[src/rtl/refsched_pkg.sv]
package refsched_pkg;

  typedef enum logic [2:0] {
    ST_IDLE = 3'd0,
    ST_PALL = 3'd1,
    ST_RP   = 3'd2,
    ST_REF  = 3'd3,
    ST_RFC  = 3'd4,
    ST_SRE  = 3'd5,
    ST_SR   = 3'd6
  } seq_st_e;

  // Remaining wait after a strobe cycle for a span of clks (0 and 1 act as 1).
  function automatic int span_last(input int clks);
    if (clks <= 1) return 0;
    return clks - 1;
  endfunction

  // Owed-refresh count after one clock: service first, then saturating add.
  function automatic int pend_next(input int cur, input bit inc, input bit dec, input int cap);
    int n;
    n = cur;
    if (dec && n > 0) n = n - 1;
    if (inc && n < cap) n = n + 1;
    return n;
  endfunction

endpackage

[src/rtl/refsched_interval.sv]
module refsched_interval
  import refsched_pkg::*;
#(
  parameter int INT_W = 16
) (
  input  logic             clk,
  input  logic             rst_n,
  input  logic [INT_W-1:0] period,
  input  logic             hold,
  output logic             tick
);

  logic [INT_W-1:0] cnt;
  logic [INT_W-1:0] last;

  always_comb last = INT_W'(span_last(int'(period)));

  assign tick = !hold && (cnt >= last);

  always_ff @(posedge clk) begin
    if (!rst_n)            cnt <= '0;
    else if (hold || tick) cnt <= '0;
    else                   cnt <= cnt + 1'b1;
  end

endmodule

[src/rtl/refsched_pending.sv]
module refsched_pending
  import refsched_pkg::*;
#(
  parameter int CAP = 8,
  localparam int PW = $clog2(CAP + 1)
) (
  input  logic clk,
  input  logic rst_n,
  input  logic inc,
  input  logic dec,
  input  logic load_one,
  output logic any,
  output logic full
);

  logic [PW-1:0] cnt;

  always_ff @(posedge clk) begin
    if (!rst_n)        cnt <= '0;
    else if (load_one) cnt <= PW'(1);
    else               cnt <= PW'(pend_next(int'(cnt), inc, dec, CAP));
  end

  assign any  = (cnt != '0);
  assign full = (cnt == PW'(CAP));

  AST_PEND_SAT: assert property (@(posedge clk) disable iff (!rst_n)
    (full && inc && !dec && !load_one) |=> full);

endmodule

[src/rtl/refsched_relock.sv]
module refsched_relock #(
  parameter int CYCLES = 200,
  localparam int RW = $clog2(CYCLES + 1)
) (
  input  logic clk,
  input  logic rst_n,
  input  logic start,
  output logic done
);

  logic [RW-1:0] cnt;

  always_ff @(posedge clk) begin
    if (!rst_n)          cnt <= '0;
    else if (start)      cnt <= RW'(CYCLES);
    else if (cnt != '0)  cnt <= cnt - 1'b1;
  end

  assign done = (cnt == '0);

  AST_RELOCK_ARMED: assert property (@(posedge clk) disable iff (!rst_n)
    start |=> !done);

endmodule

[src/rtl/refsched_seq.sv]
module refsched_seq
  import refsched_pkg::*;
#(
  parameter int TIME_W = 8
) (
  input  logic              clk,
  input  logic              rst_n,
  input  logic [TIME_W-1:0] trp,
  input  logic [TIME_W-1:0] trfc,
  input  logic              bus_idle,
  input  logic              sr_req,
  input  logic              pend_any,
  input  logic              pend_full,
  output logic              cmd_pall,
  output logic              cmd_ref,
  output logic              cmd_sre,
  output logic              cke,
  output logic              busy,
  output logic              force_pri,
  output logic              sr_hold,
  output logic              sr_exit
);

  seq_st_e           st, st_n;
  logic              for_sr;
  logic              post_sr;
  logic [TIME_W-1:0] wcnt;
  logic              ref_go, sr_go;

  assign force_pri = pend_full || post_sr;
  assign ref_go    = (st == ST_IDLE) && pend_any && (bus_idle || force_pri);
  assign sr_go     = (st == ST_IDLE) && !ref_go && sr_req && !pend_any && bus_idle && !post_sr;
  assign sr_exit   = (st == ST_SR) && !sr_req;

  always_comb begin
    st_n = st;
    case (st)
      ST_IDLE: if (ref_go || sr_go) st_n = ST_PALL;
      ST_PALL: st_n = (int'(trp) <= 1) ? (for_sr ? ST_SRE : ST_REF) : ST_RP;
      ST_RP:   if (wcnt <= 1) st_n = for_sr ? ST_SRE : ST_REF;
      ST_REF:  st_n = (int'(trfc) <= 1) ? ST_IDLE : ST_RFC;
      ST_RFC:  if (wcnt <= 1) st_n = ST_IDLE;
      ST_SRE:  st_n = ST_SR;
      ST_SR:   if (!sr_req) st_n = ST_IDLE;
      default: st_n = ST_IDLE;
    endcase
  end

  always_ff @(posedge clk) begin
    if (!rst_n) begin
      st      <= ST_IDLE;
      for_sr  <= 1'b0;
      post_sr <= 1'b0;
      wcnt    <= '0;
    end else begin
      st <= st_n;
      if (st == ST_IDLE) for_sr <= sr_go;
      case (st)
        ST_PALL:      wcnt <= TIME_W'(span_last(int'(trp)));
        ST_REF:       wcnt <= TIME_W'(span_last(int'(trfc)));
        ST_RP, ST_RFC: wcnt <= wcnt - 1'b1;
        default:      wcnt <= wcnt;
      endcase
      if (sr_exit)      post_sr <= 1'b1;
      else if (cmd_ref) post_sr <= 1'b0;
    end
  end

  assign cmd_pall = (st == ST_PALL);
  assign cmd_ref  = (st == ST_REF);
  assign cmd_sre  = (st == ST_SRE);
  assign cke      = !((st == ST_SRE) || (st == ST_SR));
  assign busy     = (st != ST_IDLE);
  assign sr_hold  = sr_go || (st == ST_SRE) || (st == ST_SR) ||
                    (for_sr && ((st == ST_PALL) || (st == ST_RP)));

  AST_FORCE_START: assert property (@(posedge clk) disable iff (!rst_n)
    ((st == ST_IDLE) && pend_full) |=> cmd_pall);
  AST_CKE_HOLD: assert property (@(posedge clk) disable iff (!rst_n)
    $fell(cke) |=> !cke);
  AST_EXIT_FORCED: assert property (@(posedge clk) disable iff (!rst_n)
    sr_exit |=> (force_pri && cke));

endmodule

[src/rtl/refresh_sched.sv]
module refresh_sched #(
  parameter int INT_W  = 16,
  parameter int TIME_W = 8,
  parameter int PEND_CAP = 8,
  parameter int RELOCK_CLKS = 200
) (
  input  logic              clk,
  input  logic              rst_n,
  input  logic [INT_W-1:0]  interval_clks,
  input  logic [TIME_W-1:0] trp_clks,
  input  logic [TIME_W-1:0] trfc_clks,
  input  logic              bus_idle,
  input  logic              sr_req,
  output logic              cmd_pall,
  output logic              cmd_ref,
  output logic              cmd_sre,
  output logic              cke,
  output logic              busy,
  output logic              rd_ok,
  output logic              force_pri
);

  logic tick, pend_any, pend_full, sr_hold, sr_exit, relock_done;

  refsched_interval #(.INT_W(INT_W)) u_interval (
    .clk(clk), .rst_n(rst_n), .period(interval_clks), .hold(sr_hold), .tick(tick)
  );

  refsched_pending #(.CAP(PEND_CAP)) u_pending (
    .clk(clk), .rst_n(rst_n), .inc(tick), .dec(cmd_ref), .load_one(sr_exit),
    .any(pend_any), .full(pend_full)
  );

  refsched_seq #(.TIME_W(TIME_W)) u_seq (
    .clk(clk), .rst_n(rst_n), .trp(trp_clks), .trfc(trfc_clks),
    .bus_idle(bus_idle), .sr_req(sr_req), .pend_any(pend_any), .pend_full(pend_full),
    .cmd_pall(cmd_pall), .cmd_ref(cmd_ref), .cmd_sre(cmd_sre), .cke(cke),
    .busy(busy), .force_pri(force_pri), .sr_hold(sr_hold), .sr_exit(sr_exit)
  );

  refsched_relock #(.CYCLES(RELOCK_CLKS)) u_relock (
    .clk(clk), .rst_n(rst_n), .start(sr_exit), .done(relock_done)
  );

  assign rd_ok = !busy && relock_done;

  AST_SR_CLEAN: assert property (@(posedge clk) disable iff (!rst_n)
    cmd_sre |-> !pend_any);
  AST_NO_TICK_SR: assert property (@(posedge clk) disable iff (!rst_n)
    !cke |-> !tick);
  AST_RELOCK_HOLD: assert property (@(posedge clk) disable iff (!rst_n)
    $rose(cke) |-> !rd_ok);

endmodule

[config.mk]
export PLATFORM = sky130hd
export DESIGN_NAME = refresh_sched
export DESIGN_NICKNAME = d
export VERILOG_FILES = /design/src/rtl/refsched_pkg.sv /design/src/rtl/refsched_interval.sv /design/src/rtl/refsched_pending.sv /design/src/rtl/refsched_relock.sv /design/src/rtl/refsched_seq.sv /design/src/rtl/refresh_sched.sv
export SDC_FILE = /design/constraint.sdc
export NUM_CORES = 1
export LEC_CHECK = 0
export ABC_AREA = 1
export BUFFER_PORTS_ARGS = -buffer_cell sky130_fd_sc_hd__buf_2
export CORE_ASPECT_RATIO = 0.9
export CORE_UTILIZATION = 50
export DETAILED_ROUTE_END_ITERATION = 10
export GPL_TIMING_DRIVEN = 0
export PLACE_DENSITY_LB_ADDON = 0.3
export REMOVE_ABC_BUFFERS = 1
export SYNTH_ARGS = -nofsm -noshare
export SYNTH_HDL_FRONTEND = slang
export SYNTH_SLANG_ARGS = --single-unit
[constraint.sdc]
create_clock -name clk -period 2.8 [get_ports clk]
set_input_delay 0.42 -clock clk [delete_from_list [all_inputs] [get_ports clk]]
set_output_delay 0.42 -clock clk [all_outputs]
set_load 0.02 [all_outputs]
# Word-level counts from Yosys, hierarchy flattened
# Cells that the tools add are included.
classes:
  n_mux: 28
  magnitude_cmp: 7
  n_reduce_logical: 41
  bitwise: 1
  n_eq_ne: 11
  n_addsub: 8
op_table:
  columns: ["cell", "count"]
  rows:
  - ["32-bit two-way mux", 3]
  - ["32-bit by 5-bit < comparator with 1-bit output, second input constant", 1]
  - ["8-bit two-way mux", 4]
  - ["8-bit by 1-bit subtractor with 8-bit output, second input constant", 4]
  - ["8-bit by 1-bit less-or-equal comparator with 1-bit output, second input constant", 3]
  - ["8-bit one-hot mux with 3 select lines", 1]
  - ["3-bit two-way mux", 7]
  - ["3-bit one-hot mux with 7 select lines", 1]
  - ["16-bit by 1-bit adder with 16-bit output, second input constant", 1]
  - ["16-bit greater-or-equal comparator", 1]
  - ["16-bit by 1-bit less-or-equal comparator with 1-bit output, second input constant", 1]
  - ["16-bit two-way mux", 1]
  - ["16-bit by 1-bit subtractor with 16-bit output, second input constant", 1]
  - ["1-bit logical AND", 13]
  - ["1-bit two-way mux", 10]
  - ["3-bit equality test, second input constant", 3]
  - ["1-bit logical OR", 9]
  - ["8-bit logical NOT", 1]
  - ["8-bit nonzero test", 1]
  - ["1-bit logical NOT", 7]
  - ["3-bit by 2-bit equality test with 1-bit output, second input constant", 2]
  - ["3-bit nonzero test", 2]
  - ["2-bit OR reduction", 3]
  - ["4-bit by 1-bit subtractor with 5-bit output, second input constant", 1]
  - ["other kinds (12)", 15]
totals:
  inputBits: 36
  regBits: 41
  out_inout_bits: 7

# Longest topological paths before layout
# Gate-level depths: netlist of run 1.
depth:
  depth_word: 18
  mapped_depth: 22
  depth_no_buf: 21

# Cells and area by module
# A second synthesis of run 1 with hierarchy kept.
hier_totals:
  cells_unflattened: 601
  area_unflattened_um2: 3854.9
by_module_without_submodules:
  columns: ["mod", "cells_per_inst", "area_per_inst_um2", "n_inst", "seq_area_each_um2"]
  rows:
  - ["refsched_interval", 251, 1721.7, 1, 320.3]
  - ["refsched_seq", 236, 1380.1, 1, 260.2]
  - ["refsched_relock", 58, 412.9, 1, 160.2]
  - ["refsched_pending", 54, 330.3, 1, 80.1]
  - ["refresh_sched", 2, 10.0, 1, 0.0]

# Worst setup path before layout of run 1
# OpenSTA, ideal clock, no wires.
synth_timing:
  path_kind: "input-to-reg"
  from: "input port interval_clks[0]"
  to: "register u_interval.cnt[13]"
  path_buffers: 2
  cell_stages: 14
  setup_slack_ns: 0.104
  t_required_ns: 2.730
  t_arrival_ns: 2.627
  path_cell_list: "inv_1 -> ha_1 -> inv_1 -> a2111oi_2 -> inv_1 -> clkbuf_1 -> nand2_1 -> ha_1 -> a21oi_1 -> o21ai_0 -> a21oi_1 -> nand4_4 -> buf_2 -> a21oi_1"
synth_via:
  elab_chain_len: 7
  elab_cells_between_ends: 8
  classes_between: "1 x add/sub; 2 x order compare; 2 x mux; 3 x reduce/logical"
synth_lines:
  columns: ["item", "line", "source"]
  rows:
  - ["start, declared", "refresh_sched.sv:9", "input logic [INT_W-1:0] interval_clks,"]
  - ["16-bit by 1-bit less-or-equal comparator with 1-bit output", "refsched_pkg.sv:15", "if (clks <= 1) return 0;"]
  - ["1-bit two-way mux", "refsched_pkg.sv:15", null]
  - ["16-bit two-way mux *", "refsched_pkg.sv:16", "return clks - 1;"]
  - ["16-bit greater-or-equal comparator *", "refsched_interval.sv:18", "assign tick = !hold && (cnt >= last);"]
  - ["1-bit logical AND *", "refsched_interval.sv:18", null]
  - ["1-bit logical OR *", "refsched_interval.sv:22", "else if (hold || tick) cnt <= '0;"]
  - ["2-bit OR reduction (no line) *", null, null]
  - ["end signal, assigned", "refsched_interval.sv:23", "else cnt <= cnt + 1'b1;"]
  - ["end, declared", "refsched_interval.sv:13", "logic [INT_W-1:0] cnt;"]
# Every way passes the cells marked *; elsewhere a longest branch is shown, timed or not.
# A chain may end at the register's enable or synchronous reset.

# Worst setup path after layout of run 1
layout_timing:
  from: "input port interval_clks[2]"
  to: "register u_interval.cnt[3]"
# Same word-level chain as after synthesis.

==> results of run 1 <==
[registers in the layout (all words and copies together) (netlist names)]
name	cells
u_relock.cnt	8
u_seq.for_sr	1
u_pending.cnt	4
u_seq.wcnt	8
u_interval.cnt	16
u_seq.st	3
u_seq.post_sr	1
[final cells by class]
type	count	area, µm²
well taps	87	109
multi-input cells	405	2270
flip-flops and latches	41	821
clock buffers	5	68.8
inverters	77	289
repair inverters	1	7.51
repair buffers	51	278
clock inverters	2	35.0
fillers	618	2400
[power breakdown]
part | internal [mW] | switching [mW]
Combinational | 0.388 | 0.633
Sequential | 0.684 | 0.0943
Clock | 0.259 | 0.202
[worst max-delay path, stage by stage]
cell and delay [ns]:
buf_2 0.12, nor2_1 0.09, nand2_1 0.14, nor2_4 0.17
nand4_1 0.19, xor2_1 0.19, or2_2 0.31, ha_1 0.29
a21oi_1 0.12, o21ai_0 0.10, a21oi_2 0.22, nand4_4 0.24
buf_4 0.21, nor2_1 0.08
[kinds of logic after synthesis]
| logic type | synth area share |
|---|---|
| adders and majority gates | 0.105 |
| xor gates and xnor gates | 0.0759 |
| buffers and inverters | 0.0901 |
| DFF | 0.245 |
| and+or+nand+nor | 0.366 |
| AOI/OAI and AO/OA | 0.118 |
[worst min-delay path by stage]
stage,to,startpoint,depth (start not counted),slack [ns]
2_1_floorplan,u_interval.cnt[0]$_SDFF_PP0_,u_interval.cnt[0]$_SDFF_PP0_,1,0.43
3_3_place_gp,u_interval.cnt[0]$_SDFF_PP0_,u_interval.cnt[0]$_SDFF_PP0_,1,0.44
3_5_place_dp,u_interval.cnt[0]$_SDFF_PP0_,u_interval.cnt[0]$_SDFF_PP0_,1,0.45
4_1_cts,u_relock.cnt[6]$_SDFFE_PN0P_,rst_n,3,0.45
5_1_grt,u_seq.st[2]$_SDFFE_PN0P_,rst_n,3,0.46
6_report,u_relock.cnt[6]$_SDFFE_PN0P_,rst_n,3,0.45
[stage by stage]
stage / instance area (µm²) / util
2_1_floorplan: 3330 / -
6_report: 3880 / 0.617
4_1_cts: 3780 / 0.602
5_1_grt: 3880 / 0.617
3_3_place_gp: 3650 / 0.581
3_5_place_dp: 3650 / 0.581
[cell usage after synthesis]
cell / count
nand4_1: 6
a31oi_1: 5
nor2_2: 1
xor2_1: 21
nand2_2: 4
nand3_1: 31
nor3b_1: 3
and2_2: 1
nand4_4: 1
clkbuf_1: 2
xnor2_1: 8
o22ai_1: 3
a21oi_1: 29
o21ai_1: 2
ha_1: 28
inv_1: 74
nand2_4: 1
nor2_1: 80
o211ai_1: 1
nand2_1: 119
nor3_1: 12
inv_2: 3
o311ai_0: 1
nor2_4: 2
dfxtp_1: 41
or2_2: 13
o221ai_1: 1
buf_2: 1
and3_1: 1
or3_1: 1
a41oi_1: 1
and2_4: 1
a22oi_1: 2
o21a_1: 2
o21ai_0: 22
a2111oi_2: 1
nand3b_1: 1
[routing by layer]
layer  vias to the layer above  part of all wire  GRT usage
met2                        63              0.49      0.387
met1                      1465              0.47      0.257
met3                         4             0.034     0.0383
met5                         -                 0          0
met4                         0            0.0058     0.0597
li1                       1806                 -          -
[repair_timing]
item,in CTS,in global routing
pin swaps,0,4
buffers inserted,0,9
resized for setup,5,8
cloned,0,1
endpoints found under the setup margin,20,20
==> out/qor.yml, run 1 <==
grt_pass1_vias: 3002
r2r_cells: 9
grt_pass1_wl_mm: 12.1
synthCells: 526
startpoint_type: "input pin"
cts_sinks: 41
detail_route.vias_per_cell: 4.99
drc_errors: 0
worst_slack_ns: 0.137
row_count: 27
ant_nets: 0
irDropWorstVdd_mv: 0.499
final_cells: 669
worstSetupPathType: "in2reg"
worstReg2RegStart: "u_pending.cnt[0]$_SDFF_PN0_"
drt-pass1-iter-count: 5
min_period_ns: 2.66
r2r_end: "u_pending.cnt[1]$_SDFF_PP0_"
drive_gt1_frac: 0.165
period_share: 0.951
io_buffers: 42
setup_viol: 0
critPathLaunch: "interval_clks[2]"
ctsRootBufferMaster: "clkbuf_8"
final_cell_mix: "nand2_1 (117), nor2_1 (79), inv_1 (72)"
worstPathMaxFanout: 14
ctsLongestPathBuffers: 2
dieArea_um2: 7030
first_iter_violations: 91
end_kind: "register"
cts_tree: "yes"
nets: 646
status: "finished, final reports clean"
yosys.cell_types.count: 37
yosysSeqAreaShare: 0.245
cp.required_ns: 3.03
core_area_um2: 6280
total_power_mw: 2.26
drv_cap: 0
endpoint: "u_interval.cnt[3]$_SDFF_PP0_"
gp_congestion: 0.854
worst_pin_slew_ns: 0.442
grt_overflow: 0
finClkSkew_ns: 0.00312
layout_commonest_cell: "nand2_1"
grt_max_degree: 17
clk_latency_ns: 0.29
area_growth_pct: 15.9
synth_area_um2: 3350
die_h_um: 79.6
rsz0062_at_grt: "yes"
hpwl_mm: 5.64
tns_ns: 0
drt_wl_total_mm: 7.36
dp.cells: 652
relSlewSlack: 0.703
clkTransAtPathRegs_ns: 0.08
synthTopCellsByArea: "dfxtp_1 (25%), nand2_1 (13%), ha_1 (10%), nor2_1 (9.0%), inv_1 (8.3%)"
cts-buffers-inserted: 5
p_leak_nw: 1.93
initial_core_util: 0.533
ys_ff_latch: 41
yosys.area.top_type: "dfxtp_1"
max_freq_ghz: 0.376
ios: 43
diodes: 0
vias: 3338
hold_buffers: 0
hold_violations: 0
hold_path_class: "in2reg"
reg2reg_slack_ns: 0.94
track_usage: 0.214
final_max_slew_viol_count: 0
antenna_found_initial: 0
synth_top_area_share: 0.245
wl_per_cell_um: 11.0
avgSynthCellArea_um2: 6.36
place_ws_ns: -0.552
cp.arrival_ns: 2.89
yosysWarnings: 0
whs_ns: 0.451
cts.htree.levels: 2
power_density_nw_per_um2: 583
die_w_um: 88.2
(Power assumes the default switching activity.)
==> inputs of run 2 (changes only) <==
Settings changed: MAX_ROUTING_LAYER set to met4.
==> run 2 against run 1 <==
Cell area is 0.26% lower. Clock skew is 0.0011 ns higher. Maximum frequency is 0.99% lower. Register-to-register slack better by 0.03 ns. Critical path depth is 1 higher. Worst hold slack better by 0.012 ns. Combinational power hardly changed. Total power is 1.6% higher. First-iteration DRC count is 19% higher. Via count hardly changed. Routed wire length hardly changed. Flip-flop and latch count stayed put.
==> out/qor.yml, run 2 (synthesis results as in run 1) <==
detail_route.vias_per_cell: 5.02  # was 4.99
track_usage: 0.216  # was 0.214
relSlewSlack: 0.678  # was 0.703
ctsLongestPathBuffers: 2  # unchanged
max_freq_ghz: 0.372  # was 0.376 GHz
die_w_um: 88.2  # unchanged
r2r_end: "u_pending.cnt[2]$_SDFF_PP0_"  # was u_pending.cnt[1]$_SDFF_PP0_
hold_violations: 0  # unchanged
total_power_mw: 2.30  # was 2.26 mW
clk_latency_ns: 0.29  # about the same
drt_wl_total_mm: 7.36  # about the same
r2r_cells: 10  # was 9
die_h_um: 79.6  # unchanged
dieArea_um2: 7030  # unchanged
hold_start: "u_interval.cnt[0]$_SDFF_PP0_"  # was rst_n
drt-pass1-iter-count: 4  # was 5
rsz0062_at_grt: "yes"  # unchanged
grt_overflow: 0  # unchanged
ant_nets: 0  # unchanged
p_leak_nw: 1.91  # was 1.93 nW
grt_max_degree: 17  # unchanged
grt_pass1_wl_mm: 11.8  # was 12.1 mm
gp_congestion: 0.890  # was 0.854
hold_path_class: "reg2reg"  # was in2reg
regMostFlops: "u_interval.cnt"  # unchanged
cp.arrival_ns: 2.90  # was 2.89 ns
wl_per_cell_um: 11.1  # was 11.0 µm
status: "finished, final reports clean"  # unchanged
worstReg2RegStart: "u_pending.cnt[0]$_SDFF_PN0_"  # unchanged
utilization: 0.616  # was 0.617
reg2reg_slack_ns: 0.97  # was 0.94 ns
area_growth_pct: 15.6  # was 15.9%
largest_register_ffs: 16  # unchanged
end_kind: "register"  # unchanged
reg_top3: "u_interval.cnt (16), u_relock.cnt (8), u_seq.wcnt (8)"  # unchanged
diodes: 0  # unchanged
period_share: 0.960  # was 0.951
setup_viol: 0  # unchanged
worstSetupPathType: "in2reg"  # unchanged
cts_sinks: 41  # unchanged
power.internal_mw: 1.36  # was 1.33 mW
critPathLaunch: "interval_clks[0]"  # was interval_clks[2]
power_density_nw_per_um2: 594  # was 583 nW/µm²
cts.htree.levels: 2  # unchanged
nets: 642  # was 646
cts-buffers-inserted: 5  # unchanged
ios: 43  # unchanged
antenna_found_initial: 0  # unchanged
seq_power_share: 0.339  # was 0.344
final_max_slew_viol_count: 0  # unchanged
cp.required_ns: 3.01  # was 3.03 ns
finClkSkew_ns: 0.00422  # was 0.00312 ns
p_comb_frac: 0.447  # was 0.452
drive_gt1_frac: 0.161  # was 0.165
grt_pass1_vias: 2828  # was 3002
sw_frac_of_total: 0.409  # was 0.411
cts_tree: "yes"  # unchanged
irDropWorstVdd_mv: 0.428  # was 0.499 mV
startpoint_type: "input pin"  # unchanged
vias: 3341  # was 3338
row_count: 27  # unchanged
layout_commonest_cell: "nand2_1"  # unchanged
endpoint: "u_interval.cnt[2]$_SDFF_PP0_"  # was u_interval.cnt[3]$_SDFF_PP0_
min_period_ns: 2.69  # was 2.66 ns
initial_core_util: 0.533  # unchanged
drv_cap: 0  # unchanged
final_cell_mix: "nand2_1 (118), nor2_1 (79), inv_1 (72)"  # was nand2_1 (117), nor2_1 (79), inv_1 (72)
first_iter_violations: 108  # was 91
io_buffers: 42  # unchanged
clkTransAtPathRegs_ns: 0.07  # was 0.08 ns
ctsRootBufferMaster: "clkbuf_8"  # unchanged
switchingPower_mw: 0.938  # was 0.929 mW
drc_errors: 0  # unchanged
worst_pin_slew_ns: 0.479  # was 0.442 ns
hpwl_mm: 5.61  # was 5.64 mm
clockPowerShare: 0.213  # was 0.204
core_area_um2: 6280  # unchanged
worstPathMaxFanout: 8  # was 14
[run 2: cell types whose count changed in the layout (fill, tap and decap cells not counted), sizes merged]
cell    change
buf         -5
clkbuf      +2
clkinv      -1
nand4       +1
[run 2: what timing repair did]
item | 4_1_cts | 5_1_grt
hold buffers | 0 | 0
pin swaps | 0 | 6
gates resized for setup | 4 | 9
setup buffers | 0 | 4
setup endpoints to repair | 20 | 20
gates cloned | 0 | 2
[run 2: worst min-delay path by stage]
| stage | cells past startpoint | end |
|---|---|---|
| 3_3_place_gp | 1 | u_interval.cnt[0]$_SDFF_PP0_ |
| 5_1_grt | 3 | u_pending.cnt[0]$_SDFF_PN0_ |
| 3_5_place_dp | 1 | u_interval.cnt[0]$_SDFF_PP0_ |
| 6_report | 1 | u_interval.cnt[0]$_SDFF_PP0_ |
| 2_1_floorplan | 1 | u_interval.cnt[0]$_SDFF_PP0_ |
| 4_1_cts | 3 | u_relock.cnt[6]$_SDFFE_PN0P_ |
[run 2: power groups by stage]
| stage | Sequential [mW] | Combinational, mW | Clock [mW] |
|---|---|---|---|
| 6_report | 0.779 | 1.03 | 0.490 |
| 5_1_grt | 0.796 | 1.16 | 0.525 |
| 4_1_cts | 0.778 | 1.01 | 0.502 |
| 3_5_place_dp | 0.790 | 0.996 | 0 |
| 3_3_place_gp | 0.788 | 0.972 | 0 |
| 2_1_floorplan | 0.770 | 0.778 | 0 |
[run 2: layer usage]
layer / global-route usage / part of all wire / vias up
li1: - / - / 1797
met1: 0.263 / 0.48 / 1475
met2: 0.373 / 0.48 / 63
met3: 0.0279 / 0.032 / 6
met4: 0.0581 / 0.0096 / 0
met5: - / 0 / -
[run 2: worst max-delay path, stage by stage]
cell and delay (ns):
buf_2 0.11, inv_1 0.08, ha_2 0.20, inv_2 0.07, a2111oi_4 0.38, buf_4 0.21, inv_2 0.08, nand3_1 0.09
ha_1 0.25, a21oi_1 0.16, o21ai_0 0.13, a21oi_2 0.20, buf_4 0.16, nand4_4 0.15, nor3b_1 0.22
[run 2: layout make-up]
cell class                      instances  area (µm²)
Inverter                               77         289
Clock buffer                            7        86.3
Sequential cell                        41         821
Tap cell                               87         109
Multi-Input combinational cell        406        2290
Timing Repair Buffer                   46         240
Clock inverter                          1        30.0
Fill cell                             608        2410
Timing Repair inverter                  1        7.51
[run 2: stage by stage]
| stage | hold WS (ns) | TNS, ns | setup WS, ns | instance area (µm²) | cells |
|---|---|---|---|---|---|
| after global routing | 0.473 | -0.450 | -0.0698 | 3870 | 666 |
| final | 0.463 | 0 | 0.111 | 3870 | 666 |
| after global placement | 0.445 | -6.72 | -0.406 | 3650 | 652 |
| after floorplan | 0.430 | 0 | 0.165 | 3330 | 523 |
| after detailed placement | 0.451 | -10.44 | -0.617 | 3650 | 652 |
| after CTS | 0.442 | 0 | 0.0414 | 3790 | 660 |
